### src/rtl/intc_pkg.sv
package intc_pkg;
  localparam int LINES_PER_BANK = 32;
  localparam int MAX_BANKS      = 4;

  localparam logic [11:0] OFF_REV     = 12'h000;
  localparam logic [11:0] OFF_CFG     = 12'h010;
  localparam logic [11:0] OFF_STAT    = 12'h014;
  localparam logic [11:0] OFF_SRC_NRM = 12'h040;
  localparam logic [11:0] OFF_SRC_FST = 12'h044;
  localparam logic [11:0] OFF_CTRL    = 12'h048;
  localparam logic [11:0] OFF_LINE0   = 12'h100;

  typedef enum logic [2:0] {
    BR_RAW  = 3'd0,
    BR_MASK = 3'd1,
    BR_MCLR = 3'd2,
    BR_MSET = 3'd3,
    BR_TRIG = 3'd4,
    BR_TCLR = 3'd5,
    BR_PNRM = 3'd6,
    BR_PFST = 3'd7
  } bank_reg_e;
endpackage

### src/rtl/intc_bank.sv
module intc_bank #(
  parameter int PRIO_W = 6
) (
  input  logic                   clk,
  input  logic                   rst_n,
  input  logic                   soft_rst,
  input  logic [31:0]            wdata,
  input  logic                   wr_mask,
  input  logic                   wr_mclr,
  input  logic                   wr_mset,
  input  logic                   wr_tset,
  input  logic                   wr_tclr,
  input  logic                   wr_line,
  input  logic [4:0]             line_idx,
  input  logic [31:0]            raw_in,
  output logic [31:0]            mask_o,
  output logic [31:0]            trig_o,
  output logic [31:0]            steer_o,
  output logic [32*PRIO_W-1:0]   prio_o,
  output logic [31:0]            pend_nrm_o,
  output logic [31:0]            pend_fst_o
);
  localparam int NLINE = intc_pkg::LINES_PER_BANK;

  logic [31:0]       mask_q, trig_q, steer_q;
  logic [PRIO_W-1:0] prio_q [NLINE];
  logic [31:0]       active;

  always_ff @(posedge clk or negedge rst_n) begin
    if (!rst_n) begin
      mask_q  <= '1;
      trig_q  <= '0;
      steer_q <= '0;
      for (int i = 0; i < NLINE; i++) prio_q[i] <= '0;
    end else if (soft_rst) begin
      mask_q  <= '1;
      trig_q  <= '0;
      steer_q <= '0;
      for (int i = 0; i < NLINE; i++) prio_q[i] <= '0;
    end else begin
      if (wr_mask) mask_q <= wdata;
      if (wr_mclr) mask_q <= mask_q & ~wdata;
      if (wr_mset) mask_q <= mask_q | wdata;
      if (wr_tset) trig_q <= trig_q | wdata;
      if (wr_tclr) trig_q <= trig_q & ~wdata;
      if (wr_line) begin
        prio_q[line_idx]  <= wdata[2 +: PRIO_W];
        steer_q[line_idx] <= wdata[0];
      end
    end
  end

  assign active     = raw_in | trig_q;
  assign pend_nrm_o = active & ~mask_q & ~steer_q;
  assign pend_fst_o = active & ~mask_q & steer_q;
  assign mask_o     = mask_q;
  assign trig_o     = trig_q;
  assign steer_o    = steer_q;

  for (genvar i = 0; i < NLINE; i++) begin : g_prio
    assign prio_o[i*PRIO_W +: PRIO_W] = prio_q[i];
  end

  // the set alias leaves every written bit masked
  p_mset_holds_r3: assert property (@(posedge clk) disable iff (!rst_n)
    (wr_mset && !soft_rst) |=> ((mask_q & $past(wdata)) == $past(wdata)));
  // the clear alias drops every written trigger bit
  p_tclr_drops_r4: assert property (@(posedge clk) disable iff (!rst_n)
    (wr_tclr && !wr_tset && !soft_rst) |=> ((trig_q & $past(wdata)) == 32'd0));
  // soft reset restores mask and trigger state
  p_soft_clean_r10: assert property (@(posedge clk) disable iff (!rst_n)
    soft_rst |=> (mask_q == '1 && trig_q == '0 && steer_q == '0));
endmodule

### src/rtl/intc_arb.sv
module intc_arb #(
  parameter int NL     = 64,
  parameter int PRIO_W = 6,
  parameter int SRC_W  = (NL > 1) ? $clog2(NL) : 1
) (
  input  logic                 clk,
  input  logic                 rst_n,
  input  logic [NL-1:0]        pend,
  input  logic [NL*PRIO_W-1:0] prio,
  output logic                 any_o,
  output logic [SRC_W-1:0]     win_o
);
  // Largest priority value wins; a strict compare keeps the lower number on ties.
  function automatic logic [SRC_W-1:0] pick_winner(
    input logic [NL-1:0] p, input logic [NL*PRIO_W-1:0] pr);
    logic [PRIO_W-1:0] best;
    logic              found;
    logic [SRC_W-1:0]  w;
    best  = '0;
    found = 1'b0;
    w     = '0;
    for (int i = 0; i < NL; i++) begin
      if (p[i] && (!found || pr[i*PRIO_W +: PRIO_W] > best)) begin
        found = 1'b1;
        best  = pr[i*PRIO_W +: PRIO_W];
        w     = SRC_W'(i);
      end
    end
    return w;
  endfunction

  assign any_o = |pend;
  assign win_o = any_o ? pick_winner(pend, prio) : '0;

  // a reported winner is always a pending line
  p_winner_pending_r8: assert property (@(posedge clk) disable iff (!rst_n)
    any_o |-> pend[win_o]);
endmodule

### src/rtl/intc_banked.sv
module intc_banked #(
  parameter int          NBANK  = 2,
  parameter int          PRIO_W = 6,
  parameter logic [31:0] REV    = 32'h0000_0021
) (
  input  logic                clk,
  input  logic                rst_n,
  input  logic                bus_wr,
  input  logic [11:0]         bus_addr,
  input  logic [31:0]         bus_wdata,
  output logic [31:0]         bus_rdata,
  input  logic [NBANK*32-1:0] irq_in,
  output logic                irq_o,
  output logic                fiq_o
);
  import intc_pkg::*;

  localparam int NL    = NBANK * LINES_PER_BANK;
  localparam int SRC_W = (NL > 1) ? $clog2(NL) : 1;

  // ---------------- address decode ----------------
  logic        bank_hit, bank_ok, line_hit;
  logic [1:0]  bank_sel, line_bank;
  logic [2:0]  breg;
  logic [4:0]  line_idx;
  logic [11:0] line_off;
  logic        soft_rst, cmd_nrm, cmd_fst, wr_ctrl, wr_cfg;

  assign bank_hit  = (bus_addr[11:7] == 5'b00001);
  assign bank_sel  = bus_addr[6:5];
  assign breg      = bus_addr[4:2];
  assign bank_ok   = bank_hit && (int'(bank_sel) < NBANK);
  assign line_off  = bus_addr - OFF_LINE0;
  assign line_hit  = (bus_addr >= OFF_LINE0) && (int'(line_off[11:7]) < NBANK);
  assign line_bank = line_off[8:7];
  assign line_idx  = bus_addr[6:2];

  assign wr_cfg   = bus_wr && (bus_addr == OFF_CFG);
  assign wr_ctrl  = bus_wr && (bus_addr == OFF_CTRL);
  assign soft_rst = wr_cfg && bus_wdata[1];
  assign cmd_nrm  = wr_ctrl && bus_wdata[0];
  assign cmd_fst  = wr_ctrl && bus_wdata[1];

  // ---------------- banks ----------------
  logic [31:0]          mask_b  [MAX_BANKS];
  logic [31:0]          trig_b  [MAX_BANKS];
  logic [31:0]          steer_b [MAX_BANKS];
  logic [31:0]          pnrm_b  [MAX_BANKS];
  logic [31:0]          pfst_b  [MAX_BANKS];
  logic [31:0]          raw_b   [MAX_BANKS];
  logic [NL-1:0]        pend_nrm, pend_fst;
  logic [NL*PRIO_W-1:0] prio_all;

  for (genvar b = 0; b < MAX_BANKS; b++) begin : g_bank
    if (b < NBANK) begin : g_live
      logic sel_b, sel_l;
      assign sel_b     = bus_wr && bank_hit && (bank_sel == 2'(b));
      assign sel_l     = bus_wr && line_hit && (line_bank == 2'(b));
      assign raw_b[b]  = irq_in[b*32 +: 32];
      intc_bank #(.PRIO_W(PRIO_W)) u_bank (
        .clk        (clk),
        .rst_n      (rst_n),
        .soft_rst   (soft_rst),
        .wdata      (bus_wdata),
        .wr_mask    (sel_b && breg == BR_MASK),
        .wr_mclr    (sel_b && breg == BR_MCLR),
        .wr_mset    (sel_b && breg == BR_MSET),
        .wr_tset    (sel_b && breg == BR_TRIG),
        .wr_tclr    (sel_b && breg == BR_TCLR),
        .wr_line    (sel_l),
        .line_idx   (line_idx),
        .raw_in     (irq_in[b*32 +: 32]),
        .mask_o     (mask_b[b]),
        .trig_o     (trig_b[b]),
        .steer_o    (steer_b[b]),
        .prio_o     (prio_all[b*32*PRIO_W +: 32*PRIO_W]),
        .pend_nrm_o (pnrm_b[b]),
        .pend_fst_o (pfst_b[b])
      );
      assign pend_nrm[b*32 +: 32] = pnrm_b[b];
      assign pend_fst[b*32 +: 32] = pfst_b[b];
    end else begin : g_absent
      assign mask_b[b]  = '0;
      assign trig_b[b]  = '0;
      assign steer_b[b] = '0;
      assign pnrm_b[b]  = '0;
      assign pfst_b[b]  = '0;
      assign raw_b[b]   = '0;
    end
  end

  // ---------------- arbitration, one per output ----------------
  logic             any_nrm, any_fst;
  logic [SRC_W-1:0] win_nrm, win_fst;

  intc_arb #(.NL(NL), .PRIO_W(PRIO_W), .SRC_W(SRC_W)) u_arb_nrm (
    .clk(clk), .rst_n(rst_n), .pend(pend_nrm), .prio(prio_all),
    .any_o(any_nrm), .win_o(win_nrm));
  intc_arb #(.NL(NL), .PRIO_W(PRIO_W), .SRC_W(SRC_W)) u_arb_fst (
    .clk(clk), .rst_n(rst_n), .pend(pend_fst), .prio(prio_all),
    .any_o(any_fst), .win_o(win_fst));

  // ---------------- global state and outputs ----------------
  logic             gen_en_q, idle_q, irq_q, fiq_q;
  logic [SRC_W-1:0] src_nrm_q, src_fst_q;

  always_ff @(posedge clk or negedge rst_n) begin
    if (!rst_n) begin
      gen_en_q  <= 1'b1;
      idle_q    <= 1'b0;
      irq_q     <= 1'b0;
      fiq_q     <= 1'b0;
      src_nrm_q <= '0;
      src_fst_q <= '0;
    end else if (soft_rst) begin
      gen_en_q  <= 1'b1;
      idle_q    <= 1'b0;
      irq_q     <= 1'b0;
      fiq_q     <= 1'b0;
      src_nrm_q <= '0;
      src_fst_q <= '0;
    end else begin
      if (wr_cfg)  idle_q   <= bus_wdata[0];
      if (wr_ctrl) gen_en_q <= bus_wdata[2];
      if (cmd_nrm) src_nrm_q <= win_nrm;
      if (cmd_fst) src_fst_q <= win_fst;
      irq_q <= any_nrm && gen_en_q && !cmd_nrm;
      fiq_q <= any_fst && gen_en_q && !cmd_fst;
    end
  end

  assign irq_o = irq_q;
  assign fiq_o = fiq_q;

  // ---------------- read path ----------------
  logic [SRC_W+5:0] gline;
  assign gline = SRC_W'(0) + {line_bank, line_idx};

  always_comb begin
    bus_rdata = '0;
    if (bank_ok) begin
      unique case (bank_reg_e'(breg))
        BR_RAW:  bus_rdata = raw_b[bank_sel];
        BR_MASK: bus_rdata = mask_b[bank_sel];
        BR_TRIG: bus_rdata = trig_b[bank_sel];
        BR_PNRM: bus_rdata = pnrm_b[bank_sel];
        BR_PFST: bus_rdata = pfst_b[bank_sel];
        default: bus_rdata = '0;
      endcase
    end else if (line_hit) begin
      bus_rdata = 32'(prio_all[int'(gline)*PRIO_W +: PRIO_W]) << 2;
      bus_rdata[0] = steer_b[line_bank][line_idx];
    end else begin
      case (bus_addr)
        OFF_REV:     bus_rdata = REV;
        OFF_CFG:     bus_rdata = {31'd0, idle_q};
        OFF_STAT:    bus_rdata = 32'd1;
        OFF_SRC_NRM: bus_rdata = 32'(src_nrm_q);
        OFF_SRC_FST: bus_rdata = 32'(src_fst_q);
        OFF_CTRL:    bus_rdata = {29'd0, gen_en_q, 2'b00};
        default:     bus_rdata = '0;
      endcase
    end
  end

  // a command drops its output on the next clock
  p_cmd_drops_irq_r9: assert property (@(posedge clk) disable iff (!rst_n)
    cmd_nrm |=> !irq_o);
  p_cmd_drops_fiq_r9: assert property (@(posedge clk) disable iff (!rst_n)
    cmd_fst |=> !fiq_o);
  // a cleared global enable keeps both outputs low
  p_enable_gates_r7: assert property (@(posedge clk) disable iff (!rst_n)
    !gen_en_q |=> (!irq_o && !fiq_o));
  // captured source numbers hold between commands
  p_src_held_r8: assert property (@(posedge clk) disable iff (!rst_n)
    (!cmd_nrm && !cmd_fst && !soft_rst) |=> ($stable(src_nrm_q) && $stable(src_fst_q)));
endmodule

### config.mk
export PLATFORM = sky130hd
export DESIGN_NAME = intc_banked
export DESIGN_NICKNAME = d
export VERILOG_FILES = /design/src/rtl/intc_pkg.sv /design/src/rtl/intc_bank.sv /design/src/rtl/intc_arb.sv /design/src/rtl/intc_banked.sv
export SDC_FILE = /design/constraint.sdc
export NUM_CORES = 2
export LEC_CHECK = 0
export ABC_AREA = 1
export BUFFER_PORTS_ARGS = -buffer_cell sky130_fd_sc_hd__buf_2
export CAP_MARGIN = 20
export CORE_MARGIN = 3
export CORE_UTILIZATION = 40
export CTS_CLUSTER_DIAMETER = 40
export DETAILED_ROUTE_END_ITERATION = 12
export PLACE_DENSITY = 0.52
export SYNTH_ARGS = -nofsm -noshare
export SYNTH_HDL_FRONTEND = slang
export SYNTH_SLANG_ARGS = --single-unit
export TNS_END_PERCENT = 50
### constraint.sdc
create_clock -name clk -period 127.4 [get_ports clk]
set_input_delay 19.11 -clock clk [delete_from_list [all_inputs] [get_ports clk]]
set_output_delay 19.11 -clock clk [all_outputs]
set_load 0.02 [all_outputs]
## Yosys cells after proc, flatten, opt, wreduce, memory -nomap -nowiden

Index checks and enable logic that the tools add are counted.

- Input port bits: 111
- Output and inout bits: 34
- Word-level logic and storage cells: 1,122
- Bits in registers: 592

- Reduce and logical (&&, ||, !) cells: 425
- Add/subtract/negate cells: 1
- Order comparisons: 135
- Shifts and indexed selects: 1
- Bitwise logic cells: 24
- Equality and inequality tests: 15
- Muxes and demuxes: 444
- Multipliers: 1

Operators with widths:

| operator | count |
|---|---|
| $mux 6 | 197 |
| $mux 32 | 31 |
| $mux 192 | 4 |
| $gt 6x6->1 | 126 |
| $bmux 32 s2 | 6 |
| $bwmux 192 | 2 |
| $shiftx 384x11->6 | 1 |
| $and 32x32->32 | 10 |
| $or 32x32->32 | 6 |
| $mux 5 | 32 |
| $not 32->32 | 5 |
| $pmux 32 s5 | 1 |
| $logic_and 1x1->1 | 155 |
| $mux 1 | 136 |
| $logic_not 1->1 | 128 |
| $reduce_or 64->1 | 2 |
| $logic_or 1x1->1 | 126 |
| $bwmux 32 | 2 |
| $mux 4 | 16 |
| $eq 12x7->1 const B | 3 |
| $pmux 6 s6 | 1 |
| $demux 6 s5 | 1 |
| $eq 12x5->1 const B | 2 |
| $mux 3 | 8 |
| 27 further kinds | 45 |

## Longest topological paths before layout

- Depth after elaboration: 259
- Mapped depth: 700
- Mapped depth without buffers: 642

## Hierarchy

A second synthesis with hierarchy kept.

- Cells, all modules: 11,021
- Area, all modules: 68,864.8 um^2

By module, submodules not included:

| module | instances | sequential area each (um^2) | cells an instance | area an instance (um^2) |
|---|---|---|---|---|
| intc_bank | 2 | 7,247.0 | 1,578 | 12,878.6 |
| intc_arb (u_arb_fst) | 1 | 0.0 | 3,112 | 17,614.4 |
| intc_arb (u_arb_nrm) | 1 | 0.0 | 3,109 | 17,529.3 |
| intc_banked | 1 | 401.6 | 1,644 | 7,963.9 |

## Worst setup path before layout

Ideal clock, no wire load.

- Kind: in2reg
- Start: input port irq_in[0]
- End: register src_fst_q[5]
- Data required time: 127.280 ns
- Setup time: 0.120 ns
- Slack: 36.310 ns
- Arrival: 90.969 ns
- Path buffers: 61
- Stages on the path: 696
- Cell sequence: or2_4 > nand3_4 > nor2_1 > inv_1 > ha_1 > nand2_1 > nor2_1 > nand2_1 > nand3_1 > nand2_2 > nand2_4 > nand2_2 > buf_6 > nand2_1 > o21ai_0 > ha_1 > nand2_1 > nor2_2 > [660 not listed] > nand2_1 > nand2_2 > inv_1 > nand2_1 > nand2_1 > ha_1 > a21oi_1 > nor2_1 > a21oi_1 > a32oi_1 > o21ai_0 > nand2_1 > inv_1 > nand3_1 > nor3_1 > nand2_4 > o21ai_1 > nand2_1

- Cells in the longest elaborated chain, start to end: 259
- Elaborated cells on any way between the ends: 417
- Those cells by class: order compare (63); mux (161); bitwise (3); reduce/logical (190)

Ends and longest elaborated chain:

| what | RTL line | source |
|---|---|---|
| start: declaration | intc_banked.sv:12 | `input logic [NBANK*32-1:0] irq_in,` |
| $or 32x32->32 * | intc_bank.sv:53 | `assign active = raw_in \| trig_q;` |
| $and 32x32->32 * (2 in a row) | intc_bank.sv:55 | `assign pend_fst_o = active & ~mask_q & steer_q;` |
| $mux 6 or $mux 1 (tied branches) | intc_arb.sv:23 | `if (p[i] && (!found \|\| pr[i*PRIO_W +: PRIO_W] > best)) begin` |
| $gt 6x6->1 or $logic_not 1->1 (tied branches) | intc_arb.sv:23 |  |
| $logic_or 1x1->1 | intc_arb.sv:23 |  |
| $logic_and 1x1->1 | intc_arb.sv:23 |  |
| $mux 6 or $mux 1 (tied branches) | intc_arb.sv:23 |  |
| $gt 6x6->1 or $logic_not 1->1 (tied branches) | intc_arb.sv:23 |  |
| [242 not listed] | - |  |
| $mux 6 or $mux 1 (tied branches) | intc_arb.sv:23 |  |
| $gt 6x6->1 or $logic_not 1->1 (tied branches) | intc_arb.sv:23 |  |
| $logic_or 1x1->1 | intc_arb.sv:23 |  |
| $logic_and 1x1->1 | intc_arb.sv:23 |  |
| $mux 6 | intc_arb.sv:23 |  |
| $mux 6 * | intc_arb.sv:33 | `assign win_o = any_o ? pick_winner(pend, prio) : '0;` |
| $mux 6 * | intc_banked.sv:126 | `if (cmd_fst) src_fst_q <= win_fst;` |
| $mux 6 * | intc_banked.sv:115 | `end else if (soft_rst) begin` |
| end signal: assignment | intc_banked.sv:126 |  |
| end: declaration | intc_banked.sv:105 | `logic [SRC_W-1:0] src_nrm_q, src_fst_q;` |

Every way passes the cells marked *; elsewhere a longest branch is shown, timed or not. The select of a mux whose other input is x is not followed.
A chain may end at the register's enable or synchronous reset.

## Worst setup path in the final report

- Start: input port irq_in[0]
- End: register src_fst_q[4]

Same word-level chain as after synthesis.

==> flow_summary.json <==
{
  "synth_top_area_cell": "dfrtp_1",
  "rsz0062_at_grt": "no",
  "worst_path_most_repeated_cell": "nand2_1",
  "hp-class": "reg2reg",
  "slew-limit-headroom_pct": 13.5,
  "hold-path-endpoint": "g_bank[0].g_live.u_bank.prio_o[42]",
  "synthArstFlopShare_pct": 100,
  "crit_fanout": 17,
  "multi_input_area_um2": 43800,
  "rr_startpoint": "g_bank[0].g_live.u_bank.trig_o[0]",
  "cts_max_level": 3,
  "grt_start_max_net_pins": 132,
  "wirelength_um": 348000,
  "ff2ff_path_depth": 591,
  "synth_edf_count": 0,
  "via_per_inst": 5.99,
  "finalWeightedCongestion": 1.04,
  "endpoint_kind": "flip-flop",
  "port_buffers": 144,
  "cts_resized": 0,
  "synthCells": 10200,
  "pin_count": 145,
  "postRouteAntennaNets": 0,
  "setup_viol": 0,
  "grt_pass1_wl_um": 494000,
  "fillers": 17900,
  "fin_worst_skew_ns": 0.0514,
  "regToRegEndpoint": "src_fst_q[4]",
  "routed-via-count": 74500,
  "outcome": "finished clean",
  "tns_ns": 0,
  "hold_path_depth": 2,
  "layout_common_cells": "nand2_1, o21ai_0, inv_1",
  "cts_sinks": 592,
  "synth_seq_cells": 592,
  "start_kind": "primary input",
  "ys.warnings.count": 0,
  "hold_buffers": 0,
  "final_common_cell": "nand2_1",
  "die-area_um2": 175000,
  "ys.flop_type": "dfrtp_1",
  "synth_seq_area_share_pct": 21.9,
  "synth.top_cell.area_share_pct": 19.4,
  "post_cts_buffers": 0,
  "syn_area_um2": 67900,
  "die_h_um": 418,
  "max_freq_mhz": 9.29,
  "root_buffer": "clkbuf_16",
  "first_iter_violations": 8926,
  "finalHoldViolations": 0,
  "cts_buffers": 116,
  "synth_nets": 10900,
  "first_pass_iters": 6,
  "initial_core_util_pct": 40.4,
  "critical_path_class": "in2reg",
  "fin_nets": 10800,
  "core_region_area_um2": 168000,
  "min_from": "g_bank[0].g_live.u_bank.prio_o[42]",
  "clockBufferDepth": 3,
  "grt_remaining_overflow": 0,
  "synth.distinct_cells": 75,
  "clock_latency_ns": 0.77,
  "avgSynthCellArea_um2": 6.65,
  "r2r_slack_ns": 37.82,
  "grt_pass1_vias": 69000,
  "grt.total_usage_pct": 38.6,
  "synthTopCellsByArea": "dfrtp_1, nand2_1, ha_1, o21ai_0, inv_1",
  "wl_per_cell_um": 28.0,
  "die_w_um": 418,
  "drv_cap": 0,
  "worstPathArrival_ns": 108.31,
  "area_growth_pct": 5.60,
  "cp_slowest_cell": "o21ai_0",
  "worst_pin_slew_ns": 1.28,
  "critical-path-max-stage-delay_ns": 0.97,
  "slew_violations": 0,
  "regArea_um2": 14900,
  "antenna_found_initial": 29,
  "cts_tree": "built",
  "fin_crit_sh_pct": 84.5,
  "rows": 150,
  "finalCriticalPeriod_ns": 107.66,
  "drive_gt1_share_pct": 14.8,
  "post-route-drc-count": 0,
  "dpl.hpwl_um": 266000,
  "clkTransAtPathRegs_ns": 0.05,
  "cp.required_ns": 128.05
}
flip-flops by register name, summed over array words and instances (netlist names):
signal,count
g_bank.g_live.u_bank.prio_o,384
src_nrm_q,6
fiq_o,1
g_bank.g_live.u_bank.steer_o,64
src_fst_q,6
idle_q,1
g_bank.g_live.u_bank.trig_o,64
irq_o,1
gen_en_q,1
g_bank.g_live.u_bank.mask_o,64
cells in the mapped netlist, drive strengths merged (6+ instances only):
cell and number:
nand2 3190, o21ai 1190, inv 1169, nor2 855, nand3 843, ha 532
dfrtp 527, a21oi 357, clkbuf 347, o21bai 235, nand4 151, o22ai 146
a22oi 91, buf 86, dfstp 65, o211ai 61, a221oi 50, nor3 39
o221ai 37, bufbuf 36, a211oi 27, clkinv 25, a22o 24, o2111ai 20
a31oi 19, a2111oi 13, nor4 11, o311ai 9, o221a 7, a32o 6
or2 6
routing by layer:
| metal | vias to the layer above | track usage [%] | wire length, µm |
|---|---|---|---|
| met5 | - | 0.306 | 29 |
| met4 | 4 | 23.8 | 25900 |
| met3 | 969 | 9.47 | 35000 |
| met2 | 3950 | 56.9 | 144000 |
| met1 | 35600 | 50.5 | 143000 |
| li1 | 34000 | - | - |
critical path: cells and delay by family:
family,cells,cell delay [ns]
compound gates,109,25.23
buf+inv,17,1.58
fa+ha+maj,63,20.59
simple gates,403,41.60
worst max-delay path by stage:
stage / startpoint / end / slack [ns] / depth (start not counted)
2_1_floorplan: irq_in[0] / src_fst_q[5] / 36.31 / 696
3_3_place_gp: irq_in[0] / src_fst_q[4] / 20.93 / 588
3_5_place_dp: irq_in[0] / src_fst_q[5] / 20.98 / 589
4_1_cts: irq_in[0] / src_fst_q[5] / 21.58 / 590
5_1_grt: irq_in[0] / src_fst_q[4] / 11.38 / 594
6_report: irq_in[0] / src_fst_q[4] / 19.74 / 592
cell type report:
class / count / area share [%]
diodes: 20 / 0.0698
clock buffers: 134 / 4.33
clock inverters: 86 / 1.24
inverters: 1196 / 6.34
multi-input cells: 7950 / 61.1
flip-flops and latches: 592 / 20.8
well taps: 2204 / 3.85
repair buffers: 258 / 2.30
logic make-up (layout without fill, tap and decap cells):
family          Yosys count  after routing  synth area share (%)
other cells               0             20                     0
simple gates           5104           5104                  34.4
buf+inv                1665           1674                  13.7
flops                   592            592                  21.9
fa+ha+maj               532            532                  9.81
compound gates         2314           2314                  20.1
stage by stage:
stage | worst slack, ns | area [µm²] | hold WS, ns | util, % | std cells
global route | 11.38 | 71600 | 0.496 | 42.7 | 12400
finish | 19.74 | 71700 | 0.473 | 42.7 | 12400
global placement | 20.93 | 67600 | 0.462 | 40.3 | 12200
floorplan | 36.31 | 67900 | 0.442 | - | 10200
CTS | 21.58 | 71600 | 0.476 | 42.7 | 12400
detailed placement | 20.98 | 67600 | 0.463 | 40.3 | 12200
Power is left out: the tool's default activity adds up to more than one toggle a clock period on the data nets, which glitch-free logic cannot reach.
